<file path="src/rtl/dac_seg_pkg.sv">
package dac_seg_pkg;
   // Default geometry of the segmented converter
   localparam int unsigned DEF_CODE_W  = 16;
   localparam int unsigned DEF_FINE_W  = 11;
   localparam int unsigned DEF_ROT_DIV = 64;
endpackage

</file>
<file path="src/rtl/dac_seg_code_map.sv">
// Symmetric offset mapping: signed code -> coarse count + fine divider word
module dac_seg_code_map #(
   parameter int unsigned CODE_W = dac_seg_pkg::DEF_CODE_W,
   parameter int unsigned FINE_W = dac_seg_pkg::DEF_FINE_W,
   localparam int unsigned COARSE_W = CODE_W - FINE_W
) (
   input  logic [CODE_W-1:0]   code,
   output logic [COARSE_W-1:0] coarse,
   output logic [FINE_W-1:0]   fine
);
   localparam logic [CODE_W:0] HALF_STEP = (CODE_W+1)'(1) << (FINE_W - 1);

   logic [CODE_W:0] biased;
   logic            sat;

   always_comb begin
      // offset binary (sign bit flipped) plus half a coarse step
      biased = {1'b0, ~code[CODE_W-1], code[CODE_W-2:0]} + HALF_STEP;
      sat    = biased[CODE_W];
      coarse = sat ? '1 : biased[CODE_W-1:FINE_W];
      fine   = sat ? '1 : biased[FINE_W-1:0];
   end
endmodule

</file>
<file path="src/rtl/dac_seg_cal_rot.sv">
// Calibration slot rotation: one step every ROT_DIV sample strobes
module dac_seg_cal_rot #(
   parameter int unsigned N_SRC   = 33,
   parameter int unsigned ROT_DIV = dac_seg_pkg::DEF_ROT_DIV,
   localparam int unsigned PTR_W  = $clog2(N_SRC),
   localparam int unsigned CNT_W  = (ROT_DIV > 1) ? $clog2(ROT_DIV) : 1
) (
   input  logic             clk,
   input  logic             rst_n,
   input  logic             stb,
   output logic [PTR_W-1:0] cal_nxt
);
   logic [CNT_W-1:0] cnt_q;
   logic [PTR_W-1:0] cal_q;
   logic             wrap;

   always_comb begin
      wrap    = (cnt_q == CNT_W'(ROT_DIV - 1));
      cal_nxt = cal_q;
      if (stb && wrap)
         cal_nxt = (cal_q == PTR_W'(N_SRC - 1)) ? '0 : cal_q + 1'b1;
   end

   always_ff @(posedge clk) begin
      if (!rst_n) begin
         cnt_q <= '0;
         cal_q <= '0;
      end else if (stb) begin
         cnt_q <= wrap ? '0 : cnt_q + 1'b1;
         cal_q <= cal_nxt;
      end
   end
endmodule

</file>
<file path="src/rtl/dac_seg_router.sv">
// Maps active positions onto physical sources, skipping the calibration slot
module dac_seg_router #(
   parameter int unsigned COARSE_W = 5,
   localparam int unsigned N_SRC   = (1 << COARSE_W) + 1,
   localparam int unsigned PTR_W   = $clog2(N_SRC)
) (
   input  logic [COARSE_W-1:0] coarse,
   input  logic [PTR_W-1:0]    cal,
   output logic [N_SRC-1:0]    en,
   output logic [PTR_W-1:0]    div_src
);
   logic [PTR_W-1:0] k_ext;

   assign k_ext   = PTR_W'(coarse);
   // position k sits on source k below the slot, on k+1 at or above it
   assign div_src = (k_ext < cal) ? k_ext : k_ext + 1'b1;

   for (genvar s = 0; s < N_SRC; s++) begin : g_src
      localparam logic [PTR_W-1:0] SI = PTR_W'(s);
      // below the slot position = s, above it position = s-1
      assign en[s] = (SI != cal) && ((SI < cal) ? (SI < k_ext) : (SI <= k_ext));
   end
endmodule

</file>
<file path="src/rtl/dac_seg_decoder.sv">
// Top: segmented DAC switch decoder with rotating calibration spare
module dac_seg_decoder #(
   parameter int unsigned CODE_W   = dac_seg_pkg::DEF_CODE_W,
   parameter int unsigned FINE_W   = dac_seg_pkg::DEF_FINE_W,
   parameter int unsigned ROT_DIV  = dac_seg_pkg::DEF_ROT_DIV,
   localparam int unsigned COARSE_W = CODE_W - FINE_W,
   localparam int unsigned N_SRC    = (1 << COARSE_W) + 1,
   localparam int unsigned PTR_W    = $clog2(N_SRC)
) (
   input  logic              clk,
   input  logic              rst_n,
   input  logic              sample_stb,
   input  logic [CODE_W-1:0] sample_code,
   output logic [N_SRC-1:0]  src_en,
   output logic [PTR_W-1:0]  cal_ptr,
   output logic [PTR_W-1:0]  div_ptr,
   output logic [FINE_W-1:0] div_sw
);
   // elaboration-time parameter checks
   if (FINE_W < 1 || FINE_W >= CODE_W - 1) begin : g_bad_fine
      $error("dac_seg_decoder: FINE_W must leave at least two coarse bits");
   end
   if (COARSE_W > 8) begin : g_bad_coarse
      $error("dac_seg_decoder: coarse part too wide for a unit array");
   end
   if (ROT_DIV < 1) begin : g_bad_rot
      $error("dac_seg_decoder: ROT_DIV must be at least 1");
   end

   logic [COARSE_W-1:0] coarse_c;
   logic [FINE_W-1:0]   fine_c;
   logic [PTR_W-1:0]    cal_nxt;
   logic [N_SRC-1:0]    en_c;
   logic [PTR_W-1:0]    div_c;

   dac_seg_code_map #(.CODE_W(CODE_W), .FINE_W(FINE_W)) u_map (
      .code   (sample_code),
      .coarse (coarse_c),
      .fine   (fine_c)
   );

   dac_seg_cal_rot #(.N_SRC(N_SRC), .ROT_DIV(ROT_DIV)) u_rot (
      .clk     (clk),
      .rst_n   (rst_n),
      .stb     (sample_stb),
      .cal_nxt (cal_nxt)
   );

   dac_seg_router #(.COARSE_W(COARSE_W)) u_route (
      .coarse  (coarse_c),
      .cal     (cal_nxt),
      .en      (en_c),
      .div_src (div_c)
   );

   always_ff @(posedge clk) begin
      if (!rst_n) begin
         src_en  <= '0;
         cal_ptr <= '0;
         div_ptr <= PTR_W'(1);
         div_sw  <= '0;
      end else if (sample_stb) begin
         src_en  <= en_c;
         cal_ptr <= cal_nxt;
         div_ptr <= div_c;
         div_sw  <= fine_c;
      end
   end
endmodule

</file>
<file path="config.mk">
export PLATFORM = sky130hd
export DESIGN_NAME = dac_seg_decoder
export DESIGN_NICKNAME = d
export VERILOG_FILES = /design/src/rtl/dac_seg_pkg.sv /design/src/rtl/dac_seg_code_map.sv /design/src/rtl/dac_seg_cal_rot.sv /design/src/rtl/dac_seg_router.sv /design/src/rtl/dac_seg_decoder.sv
export SDC_FILE = /design/constraint.sdc
export NUM_CORES = 1
export LEC_CHECK = 0
export BUFFER_PORTS_ARGS = -buffer_cell sky130_fd_sc_hd__buf_2
export CAP_MARGIN = 15
export CORE_MARGIN = 1
export CORE_UTILIZATION = 40
export DETAILED_ROUTE_END_ITERATION = 6
export PLACE_DENSITY = 0.6
export SLEW_MARGIN = 20
export SYNTH_ARGS = -nofsm -noshare
export SYNTH_HDL_FRONTEND = slang
export SYNTH_SLANG_ARGS = --single-unit
</file>
<file path="constraint.sdc">
create_clock -name clk -period 6.65 [get_ports clk]
set_input_delay 0.9975 -clock clk [delete_from_list [all_inputs] [get_ports clk]]
set_output_delay 0.9975 -clock clk [all_outputs]
set_load 0.02 [all_outputs]
</file>
Yosys cells after proc, flatten, opt, wreduce, memory -nomap -nowiden
Cells that the tools add are included.
Widths: inputs -> output; s select.
{"block": "op_classes", "n_addsub": 4, "multipliers": 0, "div_mod_pow": 0, "order_cmp": 100, "eq_ne": 34, "n_shift": 0, "mux": 39, "n_bitwise": 1, "n_reduce_logical": 35}
{"cell": "$lt 5x6->1 const A", "n": 16}
{"cell": "$ne 5x6->1 const A", "n": 16}
{"cell": "$le 5x5->1 const A", "n": 16}
{"cell": "$lt 5x5->1 const A", "n": 16}
{"cell": "$lt 4x6->1 const A", "n": 8}
{"cell": "$ne 4x6->1 const A", "n": 8}
{"cell": "$le 4x5->1 const A", "n": 8}
{"cell": "$lt 4x5->1 const A", "n": 8}
{"cell": "$logic_and 1x1->1", "n": 34}
{"cell": "$mux 1", "n": 33}
{"cell": "$lt 3x6->1 const A", "n": 4}
{"cell": "$mux 6", "n": 4}
{"cell": "$ne 3x6->1 const A", "n": 4}
{"cell": "$le 3x5->1 const A", "n": 4}
{"cell": "$lt 3x5->1 const A", "n": 4}
{"cell": "$add 16x11->17 const B", "n": 1}
{"cell": "$add 6x1->6 const B", "n": 2}
{"cell": "$eq 6x6->1 const B", "n": 2}
{"cell": "$lt 1x6->1 const A", "n": 2}
{"cell": "$lt 2x6->1 const A", "n": 2}
{"cell": "$ne 2x6->1 const A", "n": 2}
{"cell": "$mux 11", "n": 1}
{"cell": "$le 1x5->1 const A", "n": 2}
{"cell": "$le 2x5->1 const A", "n": 2}
{"cell": "12 further kinds", "n": 14}
{"block": "totals", "regBits": 62, "latch_bits": 0, "ram_bits": 0, "romBits": 0, "elab_cells": 218, "n_memories": 0}

Logic depth before layout (Yosys ltp)
{"block": "logic_depth", "depth_word": 6, "mapped_depth": 15, "mapped_depth_nobuf": 14}

Modules after synthesis
A second synthesis with hierarchy kept.
{"block": "unflattened", "hier_cells": 483, "area_unflattened_um2": 4207.8}
{"mod": "dac_seg_decoder", "instances": 1, "cells_per_inst": 180, "area_per_inst_um2": 2152.1}
{"mod": "dac_seg_router", "instances": 1, "cells_per_inst": 199, "area_per_inst_um2": 1204.9}
{"mod": "dac_seg_cal_rot", "instances": 1, "cells_per_inst": 76, "area_per_inst_um2": 658.1}
{"mod": "dac_seg_code_map", "instances": 1, "cells_per_inst": 28, "area_per_inst_um2": 192.7}

Worst setup path before layout
No wires, ideal clock.
{"block": "synth_timing", "path_type": "input-to-reg", "start": "input sample_code[10]", "end": "register div_ptr[3]", "setup_time_ps": 96, "arrival_ps": 3474, "t_required_ps": 6554, "slack_ps": 3080, "stages": 14, "path_buffers": 2, "path_cell_list": "ha_1 buf_2 and2_1 nand3_1 nand2_1 clkbuf_1 ha_1 a311o_1 o311ai_1 o31ai_1 o211ai_1 o31ai_4 and3_1 o41ai_2"}
{"block": "synth_via", "elab_chain_cells": 4}
{"item": "start: declaration", "line_no": "dac_seg_decoder.sv:13", "text": "input logic [CODE_W-1:0] sample_code,"}
{"item": "$add 16x11->17 (*)", "line_no": "dac_seg_code_map.sv:18", "text": "biased = {1'b0, ~code[CODE_W-1], code[CODE_W-2:0]} + HALF_STEP;"}
{"item": "$mux 5 (*)", "line_no": "dac_seg_code_map.sv:20", "text": "coarse = sat ? '1 : biased[CODE_W-1:FINE_W];"}
{"item": "$add 5x1->6 or $lt 5x6->1 (tied branches)", "line_no": "dac_seg_router.sv:16", "text": "assign div_src = (k_ext < cal) ? k_ext : k_ext + 1'b1;"}
{"item": "$mux 6 (*)", "line_no": "dac_seg_router.sv:16"}
{"item": "end signal: assignment", "line_no": "dac_seg_decoder.sv:65", "text": "div_ptr <= div_c;"}
{"item": "end: declaration", "line_no": "dac_seg_decoder.sv:16", "text": "output logic [PTR_W-1:0] div_ptr,"}
Every way passes the cells marked *; elsewhere a longest branch is shown, timed or not.
A chain may end at the register's enable or synchronous reset.

Final worst setup path
{"block": "layout_timing", "start": "input sample_stb", "end": "register div_ptr[4]"}
{"block": "layout_via", "elab_chain_cells": 4}
{"item": "start: declaration", "line_no": "dac_seg_decoder.sv:12", "text": "input logic sample_stb,"}
{"item": "$logic_and 1x1->1", "line_no": "dac_seg_cal_rot.sv:20", "text": "if (stb && wrap)"}
{"item": "$mux 6", "line_no": "dac_seg_cal_rot.sv:20"}
{"item": "$lt 5x6->1", "line_no": "dac_seg_router.sv:16"}
{"item": "$mux 6", "line_no": "dac_seg_router.sv:16"}
Parallel ways exist; a longest one is shown, timed or not.

==> metrics.txt <==
CTS buffer count 9; YS warnings 0; status finished clean; worst hold path depth 2; ranking of synthesized cells by area dfxtp_1, o21ai_0, nand2_1; n_diodes 0; VDD IR max 0.000103 V; #FFs+latches synth 61; sum of negative setup slack 0 ns; vias in the first global route 4333; Cell Area, Synth 4250 um^2; final hold violation count 0; sequential share of the synthesized area 0.287; slew margin rel. 0.337; Clock power frac 0.378; unrepaired setup endpoints after global routing no; Final Slew Violations 0; hold_buf cts 0; number of synthesized flops with an enable pin 0; f_max 0.257 GHz; Worst Skew 0.00803 ns; Port-buffer cells 73; FFs w/ async S/R, synth 0; CP Data Required Time 6.85 ns; die area 11000 um^2; Hold Path End src_en[0]; depth of the most critical reg-to-reg path 13; Comb pwr share 0.191; CTS tree built; min-delay src src_en[0]; global-route wire length before repair 23200 um; Yosys cell types 76; Post-CTS Resized 0; Total GRT Usage 0.267; antenna violations before repair 0; # nets final 637; max_cap viols 0; Setup Buffers After CTS 0; reg2reg start u_rot.cal_q[0]; Worst Tran Pin Value 0.984 ns; Pint 0.635 mW; crit path time final 3.89 ns; Die Y 105 um; CTS sink cnt 61; Setup WS post-layout 2.76 ns; Most used DFF post-synth dfxtp_1; Worst R2R End div_ptr[3]; Final setup violation count 0; fill count 1059; Starting Density 0.412; Post-Syn Instances 559; Synth area leader dfxtp_1; DRC violations left 0; Syn Area/Cell 7.60 um^2; H-tree levels 3; Synth Net Count 589; period utilization 0.585; dpl cell area 4630 um^2; share of power burned in registers 0.431; P per Cell Area 191 nW/um^2; final instance area 4820 um^2; wire per inst 19.4 um; Lkg Pwr 2.00 nW; standard-cell rows 37; Placer Congestion 0.937; Psw 0.287 mW; hpwl dp 10400 um; pre-CTS worst setup slack 2.46 ns; data arrival time of the worst path 4.09 ns; Starting DRT DRC Count 449; layout cells sized above 1 0.196; hold crit path type reg -> reg; CTS Root Buffer Type clkbuf_8; drt pass-1 iters 5; GRT Residual Overflow 0; Crit Path Max Fanout 60; crit end category flop; vias per inst 6.26; critical path launch point type input pin; largest net degree at the start of global routing 61; Core ar. 10300 um^2; # IOs 75; Post-DRT Antenna Nets 0; sw frac 0.311; Clock transition at path regs 0.08 ns; Die W 105 um; Clock Latency Late Sink 0.34 ns; FF-to-FF setup slack 2.87 ns; Vias 4677; critical path class in -> reg; aggregate routed wire length 14500 um; Max clock buf depth 2; top cell type's share of synthesized area 0.287; Area Growth Syn to Fin 13.5%
-- synth_stat cells (11+ instances only) --
library cell,instances
a21oi_1,39
o21ai_0,47
ha_1,11
nor3_1,12
nor2_1,38
clkbuf_1,20
nand3_1,29
nand2_1,59
buf_2,13
inv_1,17
dfxtp_1,61
and2_1,17
a31oi_1,17
-- power by group through the flow --
stage	Sequential, mW	Combinational (mW)	Clock, mW
global placement	0.405	0.172	0
global route	0.400	0.191	0.370
detailed placement	0.405	0.173	0
CTS	0.397	0.173	0.350
finish	0.397	0.176	0.349
floorplan	0.428	0.0942	0
-- layer usage --
| layer | vias up | share of wire | GRT usage |
|---|---|---|---|
| li1 | 2178 | - | - |
| met2 | 269 | 0.43 | 0.396 |
| met4 | 0 | 0.036 | 0.109 |
| met1 | 2181 | 0.44 | 0.373 |
| met5 | - | 0 | 0 |
| met3 | 49 | 0.095 | 0.0561 |
-- registers in the layout (all words and copies together) (netlist names) --
register     count
src_en          32
div_sw          11
div_ptr          6
u_rot.cnt_q      6
u_rot.cal_q      6
-- stage by stage --
step | util | hold slack [ns] | power [mW] | std cells
finish | 0.467 | 0.453 | 0.922 | 747
global route | 0.467 | 0.470 | 0.960 | 747
CTS | 0.467 | 0.458 | 0.921 | 747
detailed placement | 0.448 | 0.447 | 0.578 | 732
global placement | 0.448 | 0.433 | 0.576 | 732
floorplan | - | 0.465 | 0.522 | 559
-- critical path, cell delays in order --
cell and delay, ns:
buf_2 0.07, buf_4 0.42, and2_1 0.50, a21oi_1 0.16
a21oi_1 0.62, ha_1 0.28, nor3_1 0.06, o2bb2ai_1 0.22
o31ai_4 0.36, mux2i_1 0.25, a21oi_1 0.08
-- how the worst max path moves through the flow --
| stage | startpoint | to | slack, ns | depth (start not counted) |
|---|---|---|---|---|
| floorplan | sample_code[10] | div_ptr[3] | 3.08 | 14 |
| global placement | sample_stb | div_ptr[4] | 2.53 | 11 |
| detailed placement | sample_stb | div_ptr[3] | 2.46 | 14 |
| CTS | sample_stb | div_ptr[4] | 2.86 | 11 |
| global route | sample_stb | div_ptr[4] | 2.42 | 11 |
| finish | sample_stb | div_ptr[4] | 2.76 | 11 |
-- kinds of logic after synthesis --
family	count (synthesis)	synth area share
flops	61	0.287
simple gates	211	0.258
xor+xnor	9	0.0186
other cells	1	0.000883
fa+ha+maj	11	0.0324
compound gates	202	0.329
mux	6	0.0141
buf+inv	58	0.0604
-- cell usage in the layout, fill, tap and decap left out, types with 4 or more instances in the layout --
cell type	count
mux2i_1	6
nand2b_1	4
nand4_1	8
ha_1	11
nor3_1	12
o211ai_1	5
dfxtp_1	61
a31oi_1	17
a221oi_1	4
a21boi_0	6
buf_4	4
buf_2	73
a22o_1	10
inv_1	17
a31o_2	7
nand2_1	59
o21ai_1	9
nor2b_1	9
nand3_1	29
a22oi_1	7
o31ai_1	6
clkbuf_8	11
a32o_1	6
o21ai_0	47
xnor2_1	6
nor2_1	38
and3_1	10
and2_1	17
a21oi_1	39
-- cell type report --
| type | count | area, um^2 | area share |
|---|---|---|---|
| clock buffers | 11 | 151 | 0.0314 |
| well taps | 136 | 170 | 0.0353 |
| flip-flops and latches | 61 | 1220 | 0.253 |
| repair buffers | 77 | 395 | 0.0820 |
| inverters | 18 | 67.6 | 0.0140 |
| clock inverters | 4 | 47.5 | 0.00985 |
| multi-input cells | 440 | 2770 | 0.574 |
Power figures use the tool's default switching activity.
